--- config.mk ---
export PLATFORM = sky130hd
export DESIGN_NAME = sem_bank
export DESIGN_NICKNAME = d
export VERILOG_FILES = /design/src/rtl/sembank_pkg.sv /design/src/rtl/sem_port_ctrl.sv /design/src/rtl/sem_flag_cell.sv /design/src/rtl/sem_read_mux.sv /design/src/rtl/sem_bank.sv
export SDC_FILE = /design/constraint.sdc
export NUM_CORES = 1
export LEC_CHECK = 0
export ABC_AREA = 1
export BUFFER_PORTS_ARGS = -buffer_cell sky130_fd_sc_hd__buf_4
export CAP_MARGIN = 5
export CORE_UTILIZATION = 45
export DETAILED_ROUTE_END_ITERATION = 7
export HOLD_SLACK_MARGIN = 0.06
export PLACE_DENSITY = 0.8
export SLEW_MARGIN = 0
export SYNTH_ARGS = -nofsm -noshare
export SYNTH_HDL_FRONTEND = slang
export SYNTH_HIERARCHICAL = 1
export SYNTH_SLANG_ARGS = --single-unit
--- constraint.sdc ---
create_clock -name clk -period 1.3 [get_ports clk]
set_input_delay 0 -clock clk [delete_from_list [all_inputs] [get_ports clk]]
set_output_delay 0 -clock clk [all_outputs]
set_load 0.02 [all_outputs]
--- src/rtl/sembank_pkg.sv ---
package sembank_pkg;

    typedef enum logic [1:0] {
        OWN_NONE  = 2'd0,
        OWN_LEFT  = 2'd1,
        OWN_RIGHT = 2'd2
    } owner_e;

    // One committed write from a port: claim (data 0) or drop (data 1).
    typedef struct packed {
        logic claim;
        logic drop;
    } sem_cmd_t;

    typedef struct packed {
        owner_e owner;
        logic   wait_l;
        logic   wait_r;
    } flag_state_t;

    // Per-port view of a flag: 0 only for the holder.
    function automatic logic view_bit(owner_e o, logic is_left);
        return is_left ? (o != OWN_LEFT) : (o != OWN_RIGHT);
    endfunction

    // Drops apply first, then claims become waiting, then a free flag
    // is handed out with the left side first.
    function automatic flag_state_t flag_next(flag_state_t s, sem_cmd_t cl, sem_cmd_t cr);
        flag_state_t n;
        n = s;
        if (cl.drop) begin
            if (n.owner == OWN_LEFT) n.owner = OWN_NONE;
            n.wait_l = 1'b0;
        end
        if (cr.drop) begin
            if (n.owner == OWN_RIGHT) n.owner = OWN_NONE;
            n.wait_r = 1'b0;
        end
        if (cl.claim && n.owner != OWN_LEFT)  n.wait_l = 1'b1;
        if (cr.claim && n.owner != OWN_RIGHT) n.wait_r = 1'b1;
        if (n.owner == OWN_NONE) begin
            if (n.wait_l) begin
                n.owner  = OWN_LEFT;
                n.wait_l = 1'b0;
            end else if (n.wait_r) begin
                n.owner  = OWN_RIGHT;
                n.wait_r = 1'b0;
            end
        end
        return n;
    endfunction

endpackage

--- src/rtl/sem_port_ctrl.sv ---
module sem_port_ctrl
    import sembank_pkg::*;
(
    input  logic     clk,
    input  logic     rst,
    input  logic     sem_n,
    input  logic     ce_n,
    input  logic     rw_n,
    input  logic     oe_n,
    input  logic     ub_n,
    input  logic     lb_n,
    input  logic     wbit,
    output sem_cmd_t cmd,
    output logic     rd_act
);

    logic rw_q;
    logic forbid;
    logic access;
    logic commit;

    always_ff @(posedge clk) begin
        if (rst) rw_q <= 1'b1;
        else     rw_q <= rw_n;
    end

    // Chip enable together with a flag access and a byte lane is not allowed.
    assign forbid = !ce_n && !sem_n && (!ub_n || !lb_n);
    assign access = !sem_n && ce_n && !forbid;
    assign commit = access && !rw_q && rw_n;

    assign cmd.claim = commit && !wbit;
    assign cmd.drop  = commit &&  wbit;
    assign rd_act    = access && rw_n && !oe_n;

    AST_CMD_ON_RISE: assert property (@(posedge clk) disable iff (rst)
        (cmd.claim || cmd.drop) |-> ($past(rw_n) == 1'b0 && rw_n && !sem_n));

    AST_NO_CMD_CE_LOW: assert property (@(posedge clk) disable iff (rst)
        !ce_n |-> (!cmd.claim && !cmd.drop && !rd_act));

    AST_CMD_EXCLUSIVE: assert property (@(posedge clk) disable iff (rst)
        !(cmd.claim && cmd.drop));

endmodule

--- src/rtl/sem_flag_cell.sv ---
module sem_flag_cell
    import sembank_pkg::*;
(
    input  logic        clk,
    input  logic        rst,
    input  sem_cmd_t    cmd_l,
    input  sem_cmd_t    cmd_r,
    output flag_state_t state
);

    flag_state_t cur;

    always_ff @(posedge clk) begin
        if (rst) begin
            cur.owner  <= OWN_NONE;
            cur.wait_l <= 1'b0;
            cur.wait_r <= 1'b0;
        end else begin
            cur <= flag_next(cur, cmd_l, cmd_r);
        end
    end

    assign state = cur;

    AST_RESET_FREE: assert property (@(posedge clk)
        rst |=> (cur.owner == OWN_NONE && !cur.wait_l && !cur.wait_r));

    AST_WAIT_L_HELD: assert property (@(posedge clk) disable iff (rst)
        cur.wait_l |-> cur.owner == OWN_RIGHT);

    AST_WAIT_R_HELD: assert property (@(posedge clk) disable iff (rst)
        cur.wait_r |-> cur.owner == OWN_LEFT);

    AST_TIE_LEFT: assert property (@(posedge clk) disable iff (rst)
        (cmd_l.claim && cmd_r.claim && cur.owner == OWN_NONE)
        |=> (cur.owner == OWN_LEFT && cur.wait_r));

    AST_HOLD_IDLE: assert property (@(posedge clk) disable iff (rst)
        (!cmd_l.claim && !cmd_l.drop && !cmd_r.claim && !cmd_r.drop)
        |=> $stable(cur));

    AST_HANDOVER: assert property (@(posedge clk) disable iff (rst)
        (cur.owner == OWN_LEFT && cur.wait_r && cmd_l.drop && !cmd_r.drop)
        |=> cur.owner == OWN_RIGHT);

    AST_RELEASE: assert property (@(posedge clk) disable iff (rst)
        (cur.owner == OWN_RIGHT && cmd_r.drop && !cur.wait_l && !cmd_l.claim)
        |=> cur.owner == OWN_NONE);

endmodule

--- src/rtl/sem_read_mux.sv ---
module sem_read_mux #(
    parameter int DATA_W = 16
) (
    input  logic              sem_n,
    input  logic              rd_act,
    input  logic              flag_bit,
    input  logic [DATA_W-1:0] arr_rdata,
    output logic [DATA_W-1:0] dout
);

    always_comb begin
        if (sem_n)       dout = arr_rdata;
        else if (rd_act) dout = {DATA_W{flag_bit}};
        else             dout = '0;
    end

endmodule

--- src/rtl/sem_bank.sv ---
module sem_bank
    import sembank_pkg::*;
#(
    parameter int NUM_FLAGS = 8,
    parameter int DATA_W    = 16,
    localparam int ADDR_W   = (NUM_FLAGS > 1) ? $clog2(NUM_FLAGS) : 1
) (
    input  logic              clk,
    input  logic              rst,
    input  logic              l_sem_n,
    input  logic              l_ce_n,
    input  logic              l_rw_n,
    input  logic              l_oe_n,
    input  logic              l_ub_n,
    input  logic              l_lb_n,
    input  logic [ADDR_W-1:0] l_addr,
    input  logic [DATA_W-1:0] l_wdata,
    input  logic [DATA_W-1:0] l_arr_rdata,
    output logic [DATA_W-1:0] l_dout,
    output logic              l_sem_rd,
    input  logic              r_sem_n,
    input  logic              r_ce_n,
    input  logic              r_rw_n,
    input  logic              r_oe_n,
    input  logic              r_ub_n,
    input  logic              r_lb_n,
    input  logic [ADDR_W-1:0] r_addr,
    input  logic [DATA_W-1:0] r_wdata,
    input  logic [DATA_W-1:0] r_arr_rdata,
    output logic [DATA_W-1:0] r_dout,
    output logic              r_sem_rd
);

    sem_cmd_t    l_cmd;
    sem_cmd_t    r_cmd;
    logic        l_rd;
    logic        r_rd;
    logic        l_bit;
    logic        r_bit;
    logic        wdata_hi_unused;
    flag_state_t st [NUM_FLAGS];

    // Only bit 0 carries meaning on a flag write.
    assign wdata_hi_unused = ^{l_wdata[DATA_W-1:1], r_wdata[DATA_W-1:1]};

    sem_port_ctrl u_lctl (
        .clk    (clk),
        .rst    (rst),
        .sem_n  (l_sem_n),
        .ce_n   (l_ce_n),
        .rw_n   (l_rw_n),
        .oe_n   (l_oe_n),
        .ub_n   (l_ub_n),
        .lb_n   (l_lb_n),
        .wbit   (l_wdata[0]),
        .cmd    (l_cmd),
        .rd_act (l_rd)
    );

    sem_port_ctrl u_rctl (
        .clk    (clk),
        .rst    (rst),
        .sem_n  (r_sem_n),
        .ce_n   (r_ce_n),
        .rw_n   (r_rw_n),
        .oe_n   (r_oe_n),
        .ub_n   (r_ub_n),
        .lb_n   (r_lb_n),
        .wbit   (r_wdata[0]),
        .cmd    (r_cmd),
        .rd_act (r_rd)
    );

    generate
        for (genvar g = 0; g < NUM_FLAGS; g++) begin : g_flag
            sem_cmd_t cl;
            sem_cmd_t cr;
            assign cl = (l_addr == ADDR_W'(g)) ? l_cmd : '0;
            assign cr = (r_addr == ADDR_W'(g)) ? r_cmd : '0;
            sem_flag_cell u_cell (
                .clk   (clk),
                .rst   (rst),
                .cmd_l (cl),
                .cmd_r (cr),
                .state (st[g])
            );
        end
    endgenerate

    assign l_bit = view_bit(st[l_addr].owner, 1'b1);
    assign r_bit = view_bit(st[r_addr].owner, 1'b0);

    sem_read_mux #(.DATA_W(DATA_W)) u_lmux (
        .sem_n     (l_sem_n),
        .rd_act    (l_rd),
        .flag_bit  (l_bit),
        .arr_rdata (l_arr_rdata),
        .dout      (l_dout)
    );

    sem_read_mux #(.DATA_W(DATA_W)) u_rmux (
        .sem_n     (r_sem_n),
        .rd_act    (r_rd),
        .flag_bit  (r_bit),
        .arr_rdata (r_arr_rdata),
        .dout      (r_dout)
    );

    assign l_sem_rd = l_rd;
    assign r_sem_rd = r_rd;

    AST_EXCLUSIVE: assert property (@(posedge clk) disable iff (rst)
        (l_sem_rd && r_sem_rd && l_addr == r_addr) |-> (l_dout[0] || r_dout[0]));

    AST_REPLICATE_L: assert property (@(posedge clk) disable iff (rst)
        l_sem_rd |-> (l_dout == '0 || l_dout == '1));

    AST_REPLICATE_R: assert property (@(posedge clk) disable iff (rst)
        r_sem_rd |-> (r_dout == '0 || r_dout == '1));

    AST_ARRAY_ISOLATED_L: assert property (@(posedge clk) disable iff (rst)
        (!l_sem_n && !l_sem_rd) |-> l_dout == '0);

    AST_ARRAY_ISOLATED_R: assert property (@(posedge clk) disable iff (rst)
        (!r_sem_n && !r_sem_rd) |-> r_dout == '0);

endmodule

==> results.py, run 1 <==
metrics = {
    "run_status": {
        "outcome": "finished with violations",
        "failed_checks": "negative setup slack",
    },
    "clocking": {
        "clkSinkCount": 34,
        "cts_max_level": 2,
        "insertion_delay_ns": 0.29,
        "numCtsBuffers": 5,
        "cts_tree": "yes",
        "clk_path_buf_depth": 2,
        "cts-root-buf": "clkbuf_8",
        "clk_pin_slew_ns": 0.07,
    },
    "die": {
        "start_util_pct": 46.98,
        "floorplan.die_area_um2": 6998,
        "ios": 118,
        "die_y_um": 83.66,
        "core_um2": 6386,
        "die_w_um": 83.66,
        "num_rows": 29,
    },
    "route": {
        "drt_iter0_markers": 280,
        "dr.pass1.iters": 5,
        "ant_nets": 0,
        "vias": 3722,
        "via_per_inst": 5.386,
        "wirelength_um": 10850,
        "drcViolationCount": 0,
        "wl_per_cell_um": 15.71,
    },
    "setup_path": {
        "setup.worst_path.class": "register to primary output",
        "worstPathMaxFanout": 8,
        "crit_required_ns": 1.30,
        "startpoint_type": "register",
        "worstPathArrival_ns": 1.62,
        "crit_chain": "nand3_2, nand2_1, nor2_2, nand3_2, nand2_2, inv_4, nand3_4, nand2_1, buf_6",
        "crit_path_end_kind": "primary output",
        "worst_path_largest_cell_delay_ns": 0.35,
        "cpMaxStageDelayCell": "dfxtp_2",
    },
    "sta": {
        "setup_viol_count_final": 64,
        "fmaxAchievable_ghz": 0.6172,
        "setup_slack_ns": -0.3203,
        "hold_viol_final": 0,
        "fin_crit_ns": 1.620,
        "maxSlewViolCount": 0,
        "min_period_over_period_pct": 124.6,
        "tightest_slew_ns": 0.5112,
        "relSlewSlack_pct": 65.73,
        "finClkSkew_ns": 0.01086,
        "rsz0062_at_grt": "true",
    },
    "placement": {
        "io_buffers": 83,
        "hpwl_um": 6531,
        "place.gp.congestion": 0.8711,
        "dpl_cell_area_um2": 3899,
        "pre_cts_slack_ns": -0.1804,
    },
    "hold_path": {
        "hold_class": "input pin to register",
    },
    "yosys": {
        "synth_top_flop_cell": "dfxtp_1",
        "synth_nets": 570,
        "synth_xor_area_share_pct": 0,
        "synth_simple_gate_area_share_pct": 51.21,
        "netlist_instances": 486,
        "synth_top_family_by_area": "simple AND/OR/NAND/NOR gates",
        "syn_area_um2": 3000,
        "synthMuxAreaShare_pct": 0,
        "synth_fa_ha_area_share_pct": 0,
        "seq_area_frac_synth_pct": 22.69,
        "synth_seq_cells": 34,
        "synth.distinct_cells": 23,
        "async_reset_ff_share_pct": 0,
        "synth_area_per_cell_um2": 6.174,
        "synth_warnings": 6,
        "synth_compound_area_share_pct": 10.18,
        "synth_edf_count": 0,
    },
    "global_route": {
        "grt_pass1_vias": 3685,
        "globalRouteOverflowTotal": 0,
        "track_usage_pct": 28.81,
        "antenna_found_initial": 0,
        "grt_max_degree": 19,
        "grt_pass1_wl_um": 16390,
    },
    "finish": {
        "insertedDiodeCount": 0,
        "area.growth.synth_to_final_pct": 59.59,
        "nets": 697,
        "drive_gt1_share_pct": 59.28,
        "stdcell_area_um2": 4788,
    },
    "pwr": {
        "ir_drop_v": 0.0005455,
        "leakage_uw": 0.002159,
        "power_density_nw_per_um2": 544.7,
    },
    "flow_run": {
        "maxCapViolCount": 0,
    },
}
-- layer usage --
| metal | vias to the layer above | global-route usage [%] | share of wire [%] |
|---|---|---|---|
| met3 | 54 | 6.825 | 8.1 |
| met5 | - | 0 | 0 |
| met1 | 1685 | 28.40 | 35 |
| met2 | 210 | 55.95 | 53 |
| met4 | 0 | 13.41 | 4.7 |
| li1 | 1773 | - | - |
-- where the power goes --
| part | internal [uW] | switching [uW] |
|---|---|---|
| logic | 315 | 423 |
| clock network | 428 | 400 |
| registers | 1040 | 2.75 |
-- per-stage QoR --
stage / hold slack (ns) / util (%) / std cells / power [uW] / setup TNS (ns)
after detailed placement: 0.1985 / 61.05 / 662 / 1644 / -3.466
after CTS: 0.1709 / 71.34 / 682 / 2546 / -7.983
after global routing: 0.1984 / 74.98 / 691 / 2698 / -16.88
after floorplan: 0.09714 / - / 486 / 1376 / 0
final: 0.1915 / 74.98 / 691 / 2608 / -11.60
after global placement: 0.2062 / 61.05 / 662 / 1637 / -2.477
-- state kept, by name, indices dropped and copies added, names as in the netlist --
name and count:
u_rctl/rw_q 1, u_lctl/rw_q 1, g_flag.u_cell/state 32
-- critical path: cells and delay by family (launching register included) --
| family | cells | cell delay (ns) |
|---|---|---|
| DFF | 1 | 0.35 |
| and+or+nand+nor | 7 | 0.79 |
| buffers and inverters | 2 | 0.20 |
-- worst paths after layout --
| path | startpoint | to | slack, ns | cells after the start |
|---|---|---|---|---|
| setup / recovery | g_flag[3].u_cell/state[3]$_SDFF_PP0_ | l_dout[4] | -0.32 | 9 |
| hold / removal | rst | g_flag[1].u_cell/state[0]$_SDFF_PP0_ | 0.19 | 4 |
| setup reg to reg | u_lctl/rw_q$_SDFF_PP1_ | g_flag[2].u_cell/state[3]$_SDFF_PP0_ | -0.15 | 12 |
| hold reg to reg | g_flag[2].u_cell/state[0]$_SDFF_PP0_ | g_flag[2].u_cell/state[0]$_SDFF_PP0_ | 0.55 | 4 |
-- cells in the mapped netlist (2+ instances only) --
cell type	count	area share [%]
or2_1	10	2.1
buf_4	3	0.75
inv_4	2	0.42
nand2_1	142	18
nand3_1	23	3.8
nand2_2	54	11
a21oi_2	8	2.3
o21ai_1	8	1.3
nor3_1	34	5.7
nor2_1	27	3.4
inv_1	57	7.1
o211ai_1	8	2.0
nand3_2	9	3.0
buf_6	9	3.4
a21oi_4	8	4.3
dfxtp_1	34	23
nand4_1	10	2.1
nand3_4	2	1.2
inv_2	34	4.3
-- repair_timing --
action	CTS	global route
pin swaps	41	46
hold buffers	4	0
gates cloned	2	0
setup buffers	6	9
endpoints found under the setup margin	64	64
gates resized for setup	122	53
hold endpoints to repair	2	0
-- cells in the final DEF (no fill, tap or decap), drive strengths merged --
| cell | instances |
|---|---|
| nor2 | 29 |
| nand2 | 197 |
| clkinv | 1 |
| nand3 | 36 |
| dlygate4sd3 | 4 |
| or2 | 10 |
| dfxtp | 34 |
| o21ai | 8 |
| o211ai | 8 |
| clkbuf | 7 |
| a21oi | 17 |
| buf | 126 |
| nand4 | 10 |
| inv | 93 |
| nor3 | 34 |
-- cell type report --
type | instances | area [um^2]
Timing Repair Buffer | 130 | 1126
Inverter | 93 | 374.1
Multi-Input combinational cell | 349 | 2392
Clock buffer | 7 | 86.33
Tap cell | 77 | 96.34
Sequential cell | 34 | 708.2
Clock inverter | 1 | 5.005
Fill cell | 416 | 1598
-- cell families after synthesis --
group,count (synthesis)
flip-flops,34
AO/OA/AOI/OAI,33
buffers and inverters,105
AND/OR/NAND/NOR,314
No activity file was read; power rests on OpenSTA's default activity.
==> run 2, diff against run 1 <==
--- a/config.mk
+++ b/config.mk
@@ -8,10 +8,10 @@
 export ABC_AREA = 1
 export BUFFER_PORTS_ARGS = -buffer_cell sky130_fd_sc_hd__buf_4
 export CAP_MARGIN = 5
-export CORE_UTILIZATION = 45
+export CORE_UTILIZATION = 50
 export DETAILED_ROUTE_END_ITERATION = 7
 export HOLD_SLACK_MARGIN = 0.06
-export PLACE_DENSITY = 0.8
+export PLACE_DENSITY = 0.83
 export SLEW_MARGIN = 0
 export SYNTH_ARGS = -nofsm -noshare
 export SYNTH_HDL_FRONTEND = slang
==> constraint.sdc (replaced) <==
create_clock -name clk -period 1.7 [get_ports clk]
set_input_delay 0 -clock clk [delete_from_list [all_inputs] [get_ports clk]]
set_output_delay 0 -clock clk [all_outputs]
set_load 0.02 [all_outputs]
==> results.py, run 2 (synthesized netlist as in run 1, its figures left out) <==
metrics = {
    "sta": {
        "hold_viol_final": 0,
        "fin_crit_ns": 1.623,
        "setup-tns-final_ns": 0,
        "min_period_over_period_pct": 95.45,
        "tightest_slew_ns": 0.5030,
        "relSlewSlack_pct": 66.21,
        "setup_slack_ns": 0.07728,
        "setup_viol_count_final": 0,
        "finClkSkew_ns": 0.003720,
        "fmaxAchievable_ghz": 0.6162,
        "maxSlewViolCount": 0,
    },
    "setup_path": {
        "setup.worst_path.class": "register to register",
        "cpMaxStageDelayCell": "dfxtp_1",
        "r2r_setup_slack_ns": 0.08,
        "cpLargestDelayFamily": "simple AND/OR/NAND/NOR gates",
        "crit_required_ns": 1.89,
        "path_buf_inv": 3,
        "startpoint_type": "register",
        "worst_r2r_path_depth": 13,
        "crit_chain": "inv_1, nand2_1, nor2_2, clkinvlp_4, buf_12, nor3_4, nand2_2, nand2_4, nand2_2, nand2_2, nand2_2, nand2_1, nor2_1",
        "regToRegStartpoint": "u_lctl/rw_q$_SDFF_PP1_",
        "crit_path_end_kind": "register",
        "timing.rr.end": "g_flag[7].u_cell/state[0]$_SDFF_PP0_",
        "worstPathArrival_ns": 1.81,
        "worstPathMaxFanout": 8,
        "worst_path_largest_cell_delay_ns": 0.30,
        "cp_common_cell": "nand2_2",
    },
    "placement": {
        "dp_cells": 640,
        "dpl_cell_area_um2": 3672,
        "place.gp.congestion": 0.9397,
        "pre_cts_slack_ns": -0.04230,
        "hpwl_um": 6174,
        "io_buffers": 83,
    },
    "finish": {
        "drive_gt1_share_pct": 41.61,
        "largest_reg_flops": 32,
        "nets": 667,
        "fillers": 463,
        "final_common_cell": "nand2_1",
        "layout_common_cells": "142 x nand2_1, 97 x buf_4, 56 x inv_1, 53 x nand2_2, 34 x inv_2",
        "stdcell_area_um2": 3974,
        "area.growth.synth_to_final_pct": 32.44,
        "insertedDiodeCount": 0,
        "instances_no_fill": 656,
        "final_util_pct": 70.44,
    },
    "die": {
        "core_um2": 5642,
        "start_util_pct": 53.18,
        "die_y_um": 79.47,
        "floorplan.die_area_um2": 6315,
        "ios": 118,
        "num_rows": 27,
        "die_w_um": 79.47,
    },
    "global_route": {
        "grt_pass1_wl_um": 12970,
        "grt_pass1_vias": 2992,
        "globalRouteOverflowTotal": 0,
        "grt_max_degree": 19,
        "antenna_found_initial": 0,
        "track_usage_pct": 25.92,
    },
    "clocking": {
        "insertion_delay_ns": 0.29,
        "clkSinkCount": 34,
        "cts-root-buf": "clkbuf_8",
        "numCtsBuffers": 5,
        "cts_max_level": 2,
        "clk_path_buf_depth": 2,
        "clk_pin_slew_ns": 0.07,
        "cts_tree": "yes",
    },
    "pwr": {
        "leakage_uw": 0.001862,
        "p_comb_share_pct": 21.9,
        "clkPwrFrac_pct": 37.3,
        "p_switching_uw": 549.2,
        "ir_drop_v": 0.0004673,
        "seq_power_share_pct": 40.8,
        "power_density_nw_per_um2": 493.8,
        "swShare_pct": 27.99,
        "p_int_uw": 1413,
    },
    "run_status": {
        "outcome": "finished, final reports clean",
    },
    "flow_run": {
        "maxCapViolCount": 0,
    },
    "hold_path": {
        "hold_class": "input pin to register",
        "min_to": "g_flag[6].u_cell/state[2]$_SDFF_PP0_",
        "holdCritStartpoint": "rst",
        "hold_depth": 4,
    },
    "route": {
        "ant_nets": 0,
        "wl_per_cell_um": 12.46,
        "vias": 3275,
        "dr.pass1.iters": 4,
        "drcViolationCount": 0,
        "wirelength_um": 8173,
        "drt_iter0_markers": 122,
        "via_per_inst": 4.992,
    },
}
## run 2: worst max-delay path by stage
stage / startpoint / end / slack, ns / depth (start not counted)
floorplan: u_lctl/rw_q$_SDFF_PP1_ / g_flag[1].u_cell/state[3]$_SDFF_PP0_ / 0.32 / 12
global route: u_lctl/rw_q$_SDFF_PP1_ / g_flag[7].u_cell/state[0]$_SDFF_PP0_ / -0.02 / 13
detailed placement: u_lctl/rw_q$_SDFF_PP1_ / g_flag[7].u_cell/state[3]$_SDFF_PP0_ / -0.04 / 11
CTS: u_lctl/rw_q$_SDFF_PP1_ / g_flag[0].u_cell/state[3]$_SDFF_PP0_ / 0.001 / 11
finish: u_lctl/rw_q$_SDFF_PP1_ / g_flag[7].u_cell/state[0]$_SDFF_PP0_ / 0.08 / 13
global placement: u_lctl/rw_q$_SDFF_PP1_ / g_flag[7].u_cell/state[3]$_SDFF_PP0_ / 0.10 / 12
## run 2: what timing repair did
item	in CTS	in global routing
endpoints found under the hold margin	2	0
hold buffers	4	0
buffers inserted	0	4
endpoints found under the setup margin	3	59
gates cloned	0	0
resized for setup	1	25
pin swaps	0	8
## run 2: routing by layer
metal	share of wire, %	vias to the layer above	routed length (um)	track usage, %
li1	-	1687	-	-
met1	39	1447	3183	28.76
met2	50	127	4106	48.55
met3	9.2	14	750	5.829
met4	1.6	0	132	7.455
met5	0	-	0	0
## run 2: layout make-up
type	instances	area [um^2]	share of cell area, %
multi-input cells	347	1939	48.80
clock inverters	3	40.04	1.008
repair buffers	102	788.3	19.84
flip-flops and latches	34	689.4	17.35
inverters	93	357.8	9.005
well taps	72	90.09	2.267
clock buffers	5	68.82	1.732
## run 2: worst register-to-register path: stages (launching register included)
cell and delay [ns]:
dfxtp_1 0.30, inv_1 0.04, nand2_1 0.07, nor2_2 0.14, clkinvlp_4 0.12, buf_12 0.16
nor3_4 0.18, nand2_2 0.11, nand2_4 0.09, nand2_2 0.07, nand2_2 0.07, nand2_2 0.06
nand2_1 0.07, nor2_1 0.04
## run 2: metrics by stage
stage	hold WS (ns)	total power (uW)
finish	0.1486	1962
global route	0.1719	2038
CTS	0.1524	1957
detailed placement	0.1994	1226
global placement	0.1970	1220
floorplan	0.09714	1045
## run 2: power groups by stage
| stage | registers (uW) | clock network [uW] | logic, uW |
|---|---|---|---|
| after floorplan | 819 | 0 | 226 |
| after global placement | 819 | 0 | 401 |
| after detailed placement | 819 | 0 | 407 |
| after CTS | 801 | 741 | 415 |
| after global routing | 801 | 778 | 459 |
| final | 801 | 732 | 429 |
